$ cat config.mk
export PLATFORM = sky130hd
export DESIGN_NAME = arc_ratio_lookup
export DESIGN_NICKNAME = d
export VERILOG_FILES = /design/src/rtl/arc_pkg.sv /design/src/rtl/arc_ratio_lookup.sv
export SDC_FILE = /design/constraint.sdc
export NUM_CORES = 1
export LEC_CHECK = 0
export BUFFER_PORTS_ARGS = -buffer_cell sky130_fd_sc_hd__buf_2
export CAP_MARGIN = 20
export CORE_AREA = 2 2 39 41
export DETAILED_ROUTE_END_ITERATION = 7
export DIE_AREA = 0 0 41 43
export PLACE_DENSITY = 0.49
export SYNTH_ARGS = -nofsm -noshare
export SYNTH_HDL_FRONTEND = slang
export SYNTH_SLANG_ARGS = --single-unit
$ cat constraint.sdc
create_clock -name vclk -period 1.5
set_input_delay 0.225 -clock vclk [all_inputs]
set_output_delay 0.225 -clock vclk [all_outputs]
set_load 0.005 [all_outputs]
$ cat src/rtl/arc_pkg.sv
// Package: shared types and constants for the frame-clock ratio checker.
// Assumes a 3-bit ratio code with one reserved value marking illegal ratios.
package arc_pkg;

    typedef enum logic [1:0] {
        SPEED_SINGLE = 2'd0,
        SPEED_DOUBLE = 2'd1,
        SPEED_QUAD   = 2'd2,
        SPEED_RSVD   = 2'd3
    } speed_e;

    localparam int unsigned CODE_W      = 3;
    localparam logic [2:0]  CODE_BAD    = 3'd7;
    localparam int unsigned NUM_RATIOS  = 5;

    // Ratio multipliers in units of half the base ratio: 1, 1.5, 2, 3, 4.
    function automatic int unsigned ratio_mult(input int unsigned idx);
        case (idx)
            0:       return 2;
            1:       return 3;
            2:       return 4;
            3:       return 6;
            default: return 8;
        endcase
    endfunction

endpackage

$ cat src/rtl/arc_ratio_lookup.sv
// Module: maps a period length to its index in the legal-ratio list of the
// selected speed range. The top entry of each range needs the divide control.
// Purely combinational; the clock is used only by the assertions.
module arc_ratio_lookup
    import arc_pkg::*;
#(
    parameter int unsigned PER_W       = 13,
    parameter int unsigned BASE_SINGLE = 256
) (
    input  logic             clk_i,
    input  logic             rst_ni,
    input  logic [PER_W-1:0] period_i,
    input  logic [1:0]       speed_sel_i,
    input  logic             half_rate_i,
    output logic [2:0]       code_o
);

    localparam logic [PER_W-1:0] HALF_SINGLE = PER_W'(BASE_SINGLE / 2);
    localparam logic [PER_W-1:0] HALF_FAST   = PER_W'(BASE_SINGLE / 4);

    logic [PER_W-1:0]      base_half;
    logic [2:0]            top_idx;
    logic                  range_ok;
    logic [NUM_RATIOS-1:0] hit;

    // Select the base ratio and the highest table index for the range.
    always_comb begin
        base_half = HALF_FAST;
        top_idx   = 3'd4;
        range_ok  = 1'b1;
        case (speed_e'(speed_sel_i))
            SPEED_SINGLE: base_half = HALF_SINGLE;
            SPEED_DOUBLE: base_half = HALF_FAST;
            SPEED_QUAD:   top_idx   = 3'd2;
            default:      range_ok  = 1'b0;
        endcase
    end

    // One comparator per table entry.
    for (genvar i = 0; i < NUM_RATIOS; i++) begin : g_entry
        localparam logic [2:0]       IDX  = 3'(i);
        localparam logic [PER_W-1:0] MULT = PER_W'(ratio_mult(i));
        logic [PER_W-1:0] entry_val;
        logic             allowed;
        assign entry_val = base_half * MULT;
        assign allowed   = range_ok &&
                           ((IDX < top_idx) || (IDX == top_idx && half_rate_i));
        assign hit[i]    = allowed && (period_i == entry_val);
    end

    // Encode the matching entry, or mark the ratio illegal.
    always_comb begin
        code_o = CODE_BAD;
        for (int i = NUM_RATIOS - 1; i >= 0; i--) begin
            if (hit[i]) code_o = 3'(i);
        end
    end

    p_single_hit_r2: assert property (@(posedge clk_i) disable iff (!rst_ni)
        $onehot0(hit))
        else $error("several table entries matched");

    p_top_needs_half_r5: assert property (@(posedge clk_i) disable iff (!rst_ni)
        (!half_rate_i && code_o != CODE_BAD) |-> (code_o < top_idx))
        else $error("top ratio accepted without divide control");

    p_rsvd_illegal_r9: assert property (@(posedge clk_i) disable iff (!rst_ni)
        (speed_sel_i == 2'd3) |-> (code_o == CODE_BAD))
        else $error("reserved range produced a legal code");

endmodule

==> qor_table.md, run 1 <==
| Metric | Value | Unit |
| --- | --- | --- |
| Crit Path Max Fanout | 3 | - |
| Number of global-route vias before repair | 315 | - |
| Drt initial violations | 11 | - |
| Violated checks | setup timing | - |
| Number of antenna violations at the first check in global routing | 0 | - |
| Switching part of the total | 0.501 | - |
| Synth Warn # | 0 | - |
| Cell count after synthesis | 42 | - |
| Net count, final | 89 | - |
| Final Critical Period | 1.64 | ns |
| Worst-case vdd ir drop | 0.0782 | mV |
| Count of unique library cells instantiated by Yosys | 22 | - |
| Sum of routed wire length over all layers | 831 | um |
| Final TNS setup | -0.334 | ns |
| Detailed-placement wirelength estimate | 723 | um |
| Pre-antenna DRT Iters | 4 | - |
| Fraction of post-synthesis cell area in the top cell type by area | 0.103 | - |
| Fraction of layout cells with a size suffix above 1 | 0.551 | - |
| Number of max-slew violations in the final report | 0 | - |
| Gpl congestion | 0.683 | - |
| Average detailed-routed wire length per instance | 9.78 | um |
| Power, Total | 0.0000936 | W |
| Count of clock buffers in the final design | 0 | - |
| Outcome | finished with violations | - |
| Total gr overflow | 0 | - |
| Clock share of power | 0 | - |
| Arr. time, crit path | 1.41 | ns |
| Final cell utilization of the core | 0.365 | - |
| Post-Syn Area | 293 | sq um |
| Area growth, synth to finish | 72.6 | % |
| Area of the core region | 1380 | sq um |
| Type of element capturing the critical path | output port | - |
| Row Count | 14 | - |
| Via/cell ratio | 4.93 | - |
| Largest area contributor in the netlist | nor2_1 | - |
| Number of buffers added on ports | 19 | - |
| CP cell instances | buf_6 > nor4_4 > nand3_2 > a2111oi_4 > a41oi_1 > buf_2 | - |
| Maximum single-stage delay on the critical path | 0.35 | ns |
| Final worst slack | -0.135 | ns |
| Synthesized netlist net count | 60 | - |
| Net switching power figure | 0.0000468 | W |
| Count of maximum capacitance violations | 0 | - |
| Number of routed nets with antenna violations | 0 | - |
| Chip Height | 43 | um |
| Maximum clock frequency | 0.612 | GHz |
| Register share of total power | 0 | - |
| Number of setup buffers added after CTS | 0 | - |
| HP Start | half_rate_i | - |
| Pin count of the biggest net entering global routing | 11 | - |
| Family with the most delay on the worst path | simple AND/OR/NAND/NOR gates | - |
| Power density cells | 185 | nW/um^2 |
| Initial standard-cell utilization of the core | 0.212 | - |
| Die area | 1760 | sq um |
| Most common library cell in the layout ignoring fill and taps | buf_2 | - |
| Total via count in the routed design | 419 | - |
| Synthesized area per cell | 6.97 | sq um |
| Terminating pin of the worst hold path | code_o[1] | - |
| Total Routing Usage GR | 0.0949 | - |
| Number of antenna cells inserted | 0 | - |
| Setup-failing EPs final | 3 | - |
| Slowest cell on crit path | a2111oi_4 | - |
| Sequential cell count of the final layout | 0 | - |
| Number of DRC violations after detailed routing | 0 | - |
| P_leak | 0.184 | nW |
| Startpoint kind of the worst setup timing path | input port | - |
| Most frequent cells in the layout | 16 x buf_2, 11 x buf_4, 8 x nor2_1 | - |
| Required arrival time at the worst endpoint | 1.27 | ns |
| I/O Pins | 21 | - |
| Horizontal die dimension | 41 | um |
| Setup repair after global routing missed its margin | true | - |
| WP buf/inv | 2 | - |
| Combined flip-flop and latch cell area | 0 | sq um |
| Path type of the worst setup path | input port to output port | - |
| Number of buffers inserted for hold repair after clock tree synthesis | 0 | - |
| Type of the worst min-delay path | input port to output port | - |
| Normalized max-slew margin | 0.797 | - |
| Total count of hold-check failures in the final report | 0 | - |
| Fraction of power consumed by combinational cells | 1.000 | - |
| Cell internal pwr | 0.0000467 | W |
| Most area-consuming cells after synthesis | nor2_1 10%, a2111oi_4 9.4%, o2111ai_1 9.0%, nor4_4 7.3%, nor3_1 6.8% | - |
| Wire length of the first global-routing pass | 1240 | um |
| Transition time at the pin with the least slew margin | 0.302 | ns |
| Cells on Worst Hold Path | 5 | - |
| Sequential fraction of the synthesis area | 0 | - |
| Final period util | 1.09 | - |
-- power by group through the flow --
stage	combinational [W]	clock [W]	sequential (W)
floorplan	0.0000376	0	0
global placement	0.0000863	0	0
detailed placement	0.0000877	0	0
CTS	0.0000941	0	0
global route	0.000102	0	0
finish	0.0000936	0	0
-- metal layers --
layer  vias up  GRT usage  routed length, um
li1        219          -                  -
met1       184      0.133                371
met2        16      0.159                372
met3         0     0.0105                 87
met4         0          0                  0
met5         -          0                  0
-- worst max path at each step --
stage                       from   endpoint  slack, ns  depth (start not counted)
CTS                  period_i[2]  code_o[2]      -0.12                          6
floorplan           period_i[11]  code_o[0]       0.14                          4
finish               period_i[2]  code_o[2]      -0.14                          6
global placement     period_i[1]  code_o[0]      -0.20                          6
detailed placement  period_i[11]  code_o[0]      -0.20                          7
global route         period_i[2]  code_o[2]      -0.23                          6
-- Yosys cell counts, types with 2 or more instances --
master and count:
a21oi_1 2, buf_2 2, inv_1 2, nand3_1 3, nor2_1 8, nor3_1 4
o2111ai_1 3, o21a_1 2, o21ai_0 2, o21ai_1 2
-- kinds of logic after synthesis --
family                    after synthesis  share of synthesized area
AOI/OAI and AO/OA                      15                      0.470
xor gates and xnor gates                1                     0.0299
buffers and inverters                   5                     0.0726
and+or+nand+nor                        21                      0.427
-- stage by stage --
| stage | std cells | setup WS, ns | area, sq um | hold WS [ns] |
|---|---|---|---|---|
| floorplan | 42 | 0.144 | 293 | 0.580 |
| global placement | 85 | -0.196 | 473 | 0.926 |
| global route | 85 | -0.228 | 505 | 0.941 |
| CTS | 85 | -0.117 | 500 | 0.918 |
| finish | 85 | -0.135 | 505 | 0.907 |
| detailed placement | 85 | -0.195 | 473 | 0.931 |
-- cell type report --
type	count	area, sq um
multi-input combinational	37	289
fill	166	878
inverter	3	11.3
tap	16	20.0
timing repair buffer	29	185
-- repair_timing --
item	CTS	global route
pin swaps	6	2
gates resized for setup	4	1
setup endpoints to repair	3	3
Power figures use the tool's default switching activity.
==> inputs of run 2 (changes only) <==
==> constraint.sdc (replaced) <==
create_clock -name vclk -period 1.5
set_input_delay 0.15 -clock vclk [all_inputs]
set_output_delay 0.15 -clock vclk [all_outputs]
set_load 0.005 [all_outputs]
==> qor_table.md, run 2 (synthesis gave the netlist of run 1 again) <==
| Metric | Value | Unit | vs previous |
| --- | --- | --- | --- |
| Sequential cell count of the final layout | 0 | - | unchanged |
| Number of DRC violations after detailed routing | 0 | - | unchanged |
| Multi-input logic area | 325 | sq um | +13% |
| Setup-failing EPs final | 0 | - | -3 |
| Type of element capturing the critical path | output port | - |  |
| Normalized max-slew margin | 0.814 | - | +0.0165 |
| Final non-filler cell total | 82 | - | -3.5% |
| Total count of hold-check failures in the final report | 0 | - | unchanged |
| Power density cells | 199 | nW/um^2 | +7.7% |
| Fraction of layout cells with a size suffix above 1 | 0.576 | - | +0.0250 |
| Maximum clock frequency | 0.693 | GHz | +13% |
| Sum of routed wire length over all layers | 895 | um | +7.7% |
| Final cell utilization of the core | 0.389 | - | +0.0235 |
| Final worst slack | 0.0578 | ns | +0.193 ns |
| Path type of the worst setup path | input port to output port | - |  |
| Type of the worst min-delay path | input port to output port | - |  |
| Maximum single-stage delay on the critical path | 0.37 | ns | +0.02 ns |
| Number of max-slew violations in the final report | 0 | - | unchanged |
| Drt initial violations | 6 | - | -5 |
| Total Routing Usage GR | 0.103 | - | +0.00799 |
| Arr. time, crit path | 1.29 | ns | -0.12 ns |
| Transition time at the pin with the least slew margin | 0.280 | ns | -0.0225 ns |
| Die area | 1760 | sq um | unchanged |
| Number of antenna cells inserted | 0 | - | unchanged |
| CP cell instances | buf_8 > buf_6 > or3_4 > a2111oi_4 > nor3_1 > buf_2 | - |  |
| Post-placement setup slack | -0.0517 | ns | +0.144 ns |
| HP Start | period_i[7] | - |  |
| Crit Path Max Fanout | 2 | - | -1 |
| Count of maximum capacitance violations | 0 | - | unchanged |
| Total via count in the routed design | 419 | - | unchanged |
| Gpl congestion | 0.662 | - | -3.1% |
| Initial standard-cell utilization of the core | 0.212 | - | unchanged |
| Required arrival time at the worst endpoint | 1.35 | ns | +0.08 ns |
| Row Count | 14 | - | unchanged |
| Combined flip-flop and latch cell area | 0 | sq um | unchanged |
| Total gr overflow | 0 | - | unchanged |
| Pre-antenna DRT Iters | 4 | - | unchanged |
| Via/cell ratio | 5.11 | - | +3.7% |
| Most common library cell in the layout ignoring fill and taps | buf_2 | - |  |
| Chip Height | 43 | um | unchanged |
| Net count, final | 86 | - | -3.4% |
| Number of antenna violations at the first check in global routing | 0 | - | unchanged |
| Number of buffers added on ports | 19 | - | unchanged |
| Startpoint kind of the worst setup timing path | input port | - |  |
| Average detailed-routed wire length per instance | 10.9 | um | +12% |
| P_leak | 0.184 | nW | -0.20% |
| Outcome | finished, final reports clean | - |  |
| Setup crit start | period_i[10] | - |  |
| Area growth, synth to finish | 83.8 | % |  |
| Wire length of the first global-routing pass | 1380 | um | +11% |
| Detailed-placement wirelength estimate | 718 | um | -0.68% |
| Instance count after placement with tap cells included | 81 | - | -4.7% |
| Number of routed nets with antenna violations | 0 | - | unchanged |
| Fill cell instance count of the final layout | 152 | - | -8.4% |
| Final Critical Period | 1.44 | ns | -0.193 ns |
| Final period util | 0.961 | - | -0.129 |
| Pin count of the biggest net entering global routing | 11 | - | unchanged |
| Most frequent cells in the layout | 15 x buf_2, 8 x nor2_1, 8 x buf_4, 3 x nand3_1, 3 x nor3_1 | - |  |
| Worst-case vdd ir drop | 0.0659 | mV | -16% |
| Number of global-route vias before repair | 335 | - | +6.3% |
| I/O Pins | 21 | - | unchanged |
| Horizontal die dimension | 41 | um | unchanged |
| Count of clock buffers in the final design | 0 | - | unchanged |
| Number of buffers inserted for hold repair after clock tree synthesis | 0 | - | unchanged |
| Slowest cell on crit path | a2111oi_4 | - |  |
| Area of the core region | 1380 | sq um | unchanged |
-- run 2: per-layer routing --
metal / vias up / GRT usage / wire length (um)
li1: 212 / - / -
met3: 2 / 0 / 79
met2: 20 / 0.169 / 446
met4: 0 / 0 / 21
met1: 185 / 0.155 / 347
met5: - / 0 / 0
-- run 2: worst paths after layout --
path / end / slack (ns) / cells after the start
worst max-delay path: code_o[0] / 0.06 / 6
worst min-delay path: code_o[1] / 0.71 / 4
-- run 2: area by class of cell --
cell class                 instances  share of cell area
tap                               16              0.0372
timing repair buffer              26               0.337
multi-input combinational         37               0.605
inverter                           3              0.0209
-- run 2: power breakdown --
part           switching, W  leakage [nW]  internal (W)  total, W
logic             0.0000550         0.184     0.0000522  0.000107
registers                 0             0             0         0
clock network             0             0             0         0
-- run 2: critical path, delay by kind of cell --
kind	cells	cell delay, ns
AND/OR/NAND/NOR	2	0.43
AO/OA/AOI/OAI	1	0.37
buffers and inverters	3	0.33
-- run 2: stage by stage --
stage | instance area [sq um] | TNS [ns] | total power, W | hold slack, ns
CTS | 487 | 0 | 0.0000930 | 0.725
global route | 538 | -0.00424 | 0.000117 | 0.761
finish | 538 | 0 | 0.000107 | 0.711
detailed placement | 455 | -0.0928 | 0.0000872 | 0.707
floorplan | 293 | 0 | 0.0000376 | 0.430
global placement | 455 | -0.141 | 0.0000862 | 0.701
-- run 2: timing repair --
| item | in CTS | in global routing |
|---|---|---|
| gates resized for setup | 3 | 14 |
| buffers inserted | 1 | 0 |
| endpoints found under the setup margin | 2 | 3 |
| pin swaps | 3 | 9 |
==> inputs of run 3 (changes only) <==
--- a/config.mk
+++ b/config.mk
@@ -11,6 +11,7 @@
 export DETAILED_ROUTE_END_ITERATION = 7
 export DIE_AREA = 0 0 41 43
 export PLACE_DENSITY = 0.49
+export RECOVER_POWER = 50
 export SYNTH_ARGS = -nofsm -noshare
 export SYNTH_HDL_FRONTEND = slang
 export SYNTH_SLANG_ARGS = --single-unit
==> qor_table.md, run 3 (synthesis gave the netlist of run 1 again) <==
| Metric | Value | Unit | vs previous |
| --- | --- | --- | --- |
| Outcome | finished, final reports clean | - |  |
| Fraction of layout cells with a size suffix above 1 | 0.576 | - | unchanged |
| Detailed-placement wirelength estimate | 718 | um | unchanged |
| Cell depth of the worst setup path | 6 | - | unchanged |
| Most frequent cells in the layout | 14 x buf_2, 8 x nor2_1, 8 x buf_4, 3 x nand3_1, 3 x nor3_1 | - |  |
| Normalized max-slew margin | 0.814 | - | unchanged |
| Total gr overflow | 0 | - | unchanged |
| Maximum clock frequency | 0.694 | GHz | about the same |
| Path type of the worst setup path | input port to output port | - |  |
| Area growth, synth to finish | 83.8 | % | unchanged |
| Cells on Worst Hold Path | 4 | - | unchanged |
| Final TNS setup | 0 | ns | unchanged |
| Row Count | 14 | - | unchanged |
| Number of antenna cells inserted | 0 | - | unchanged |
| Drt initial violations | 6 | - | unchanged |
| Number of routed nets with antenna violations | 0 | - | unchanged |
| Final Critical Period | 1.44 | ns | -0.000425 ns |
| Required arrival time at the worst endpoint | 1.35 | ns | about the same |
| Crit Path Max Fanout | 2 | - | unchanged |
| Count of clock buffers in the final design | 0 | - | unchanged |
| Slowest cell on crit path | a2111oi_4 | - |  |
| Final period util | 0.961 | - | about the same |
| Net count, final | 86 | - | unchanged |
| Total Routing Usage GR | 0.103 | - | unchanged |
| Gpl congestion | 0.662 | - | unchanged |
| Chip Height | 43 | um | unchanged |
| Combined flip-flop and latch cell area | 0 | sq um | unchanged |
| Startpoint kind of the worst setup timing path | input port | - |  |
| Placement-stage cell area | 455 | sq um | unchanged |
| Average detailed-routed wire length per instance | 11.0 | um | +0.34% |
| Count of maximum capacitance violations | 0 | - | unchanged |
| Final worst slack | 0.0582 | ns | +0.000425 ns |
| I/O Pins | 21 | - | unchanged |
| Total via count in the routed design | 418 | - | -0.24% |
| Final cell utilization of the core | 0.389 | - | unchanged |
| Initial standard-cell utilization of the core | 0.212 | - | unchanged |
| Most common library cell in the layout ignoring fill and taps | buf_2 | - |  |
| Maximum single-stage delay on the critical path | 0.37 | ns | about the same |
| Setup crit start | period_i[10] | - |  |
| Sum of routed wire length over all layers | 898 | um | +0.34% |
| Type of element capturing the critical path | output port | - |  |
| Setup-failing EPs final | 0 | - | unchanged |
| Arr. time, crit path | 1.29 | ns | about the same |
| Via/cell ratio | 5.10 | - | -0.24% |
| Number of global-route vias before repair | 335 | - | unchanged |
| Number of buffers inserted for hold repair after clock tree synthesis | 0 | - | unchanged |
| Family with the most delay on the worst path | simple AND/OR/NAND/NOR gates | - |  |
| Sequential cell count of the final layout | 0 | - | unchanged |
| Number of buffers added on ports | 19 | - | unchanged |
| HP Start | period_i[7] | - |  |
| Area of the core region | 1380 | sq um | unchanged |
| Number of DRC violations after detailed routing | 0 | - | unchanged |
| CP cell instances | buf_8 > buf_6 > or3_4 > a2111oi_4 > nor3_1 > buf_2 | - |  |
| Total count of hold-check failures in the final report | 0 | - | unchanged |
| Post-placement setup slack | -0.0517 | ns | unchanged |
| Worst-case vdd ir drop | 0.0659 | mV | about the same |
| Wire length of the first global-routing pass | 1380 | um | unchanged |
| Power density cells | 199 | nW/um^2 | about the same |
| WP buf/inv | 3 | - | unchanged |
| Horizontal die dimension | 41 | um | unchanged |
| Die area | 1760 | sq um | unchanged |
| Post-route standard cell area excluding fillers | 538 | sq um | unchanged |
| Instance count after placement with tap cells included | 81 | - | unchanged |
| Number of max-slew violations in the final report | 0 | - | unchanged |
| Final non-filler cell total | 82 | - | unchanged |
| Transition time at the pin with the least slew margin | 0.280 | ns | unchanged |
| Number of antenna violations at the first check in global routing | 0 | - | unchanged |
| Pin count of the biggest net entering global routing | 11 | - | unchanged |
| P_leak | 0.185 | nW | +0.76% |
| Pre-antenna DRT Iters | 4 | - | unchanged |
| Type of the worst min-delay path | input port to output port | - |  |
==> run 3: repair_timing <==
item / CTS / global route
resized for setup: 3 / 14
pin swaps: 3 / 9
buffers inserted: 1 / 0
endpoints found under the setup margin: 2 / 3
==> run 3: path summary, 6_finish.rpt <==
check	endpoint	slack [ns]
worst max-delay path	code_o[0]	0.06
worst min-delay path	code_o[1]	0.72
==> run 3: final cells by class <==
type,instances,area (sq um)
inverter,3,11.3
timing repair buffer,26,181
tap,16,20.0
fill,152,846
multi-input combinational,37,325
==> run 3: per-layer routing <==
layer,share of wire,GRT usage,up-vias
met1,0.39,0.155,186
met5,0,0,-
met3,0.084,0,2
met2,0.50,0.169,18
li1,-,-,212
met4,0.023,0,0
==> run 3: report_power, final <==
group | switching (W) | internal [W]
clock | 0 | 0
sequential | 0 | 0
combinational | 0.0000551 | 0.0000522
total | 0.0000551 | 0.0000522
==> run 3: per-stage QoR <==
step	power, W	hold WS (ns)
after global placement	0.0000862	0.701
after CTS	0.0000930	0.725
after global routing	0.000117	0.773
after detailed placement	0.0000872	0.707
final	0.000107	0.721
after floorplan	0.0000376	0.430
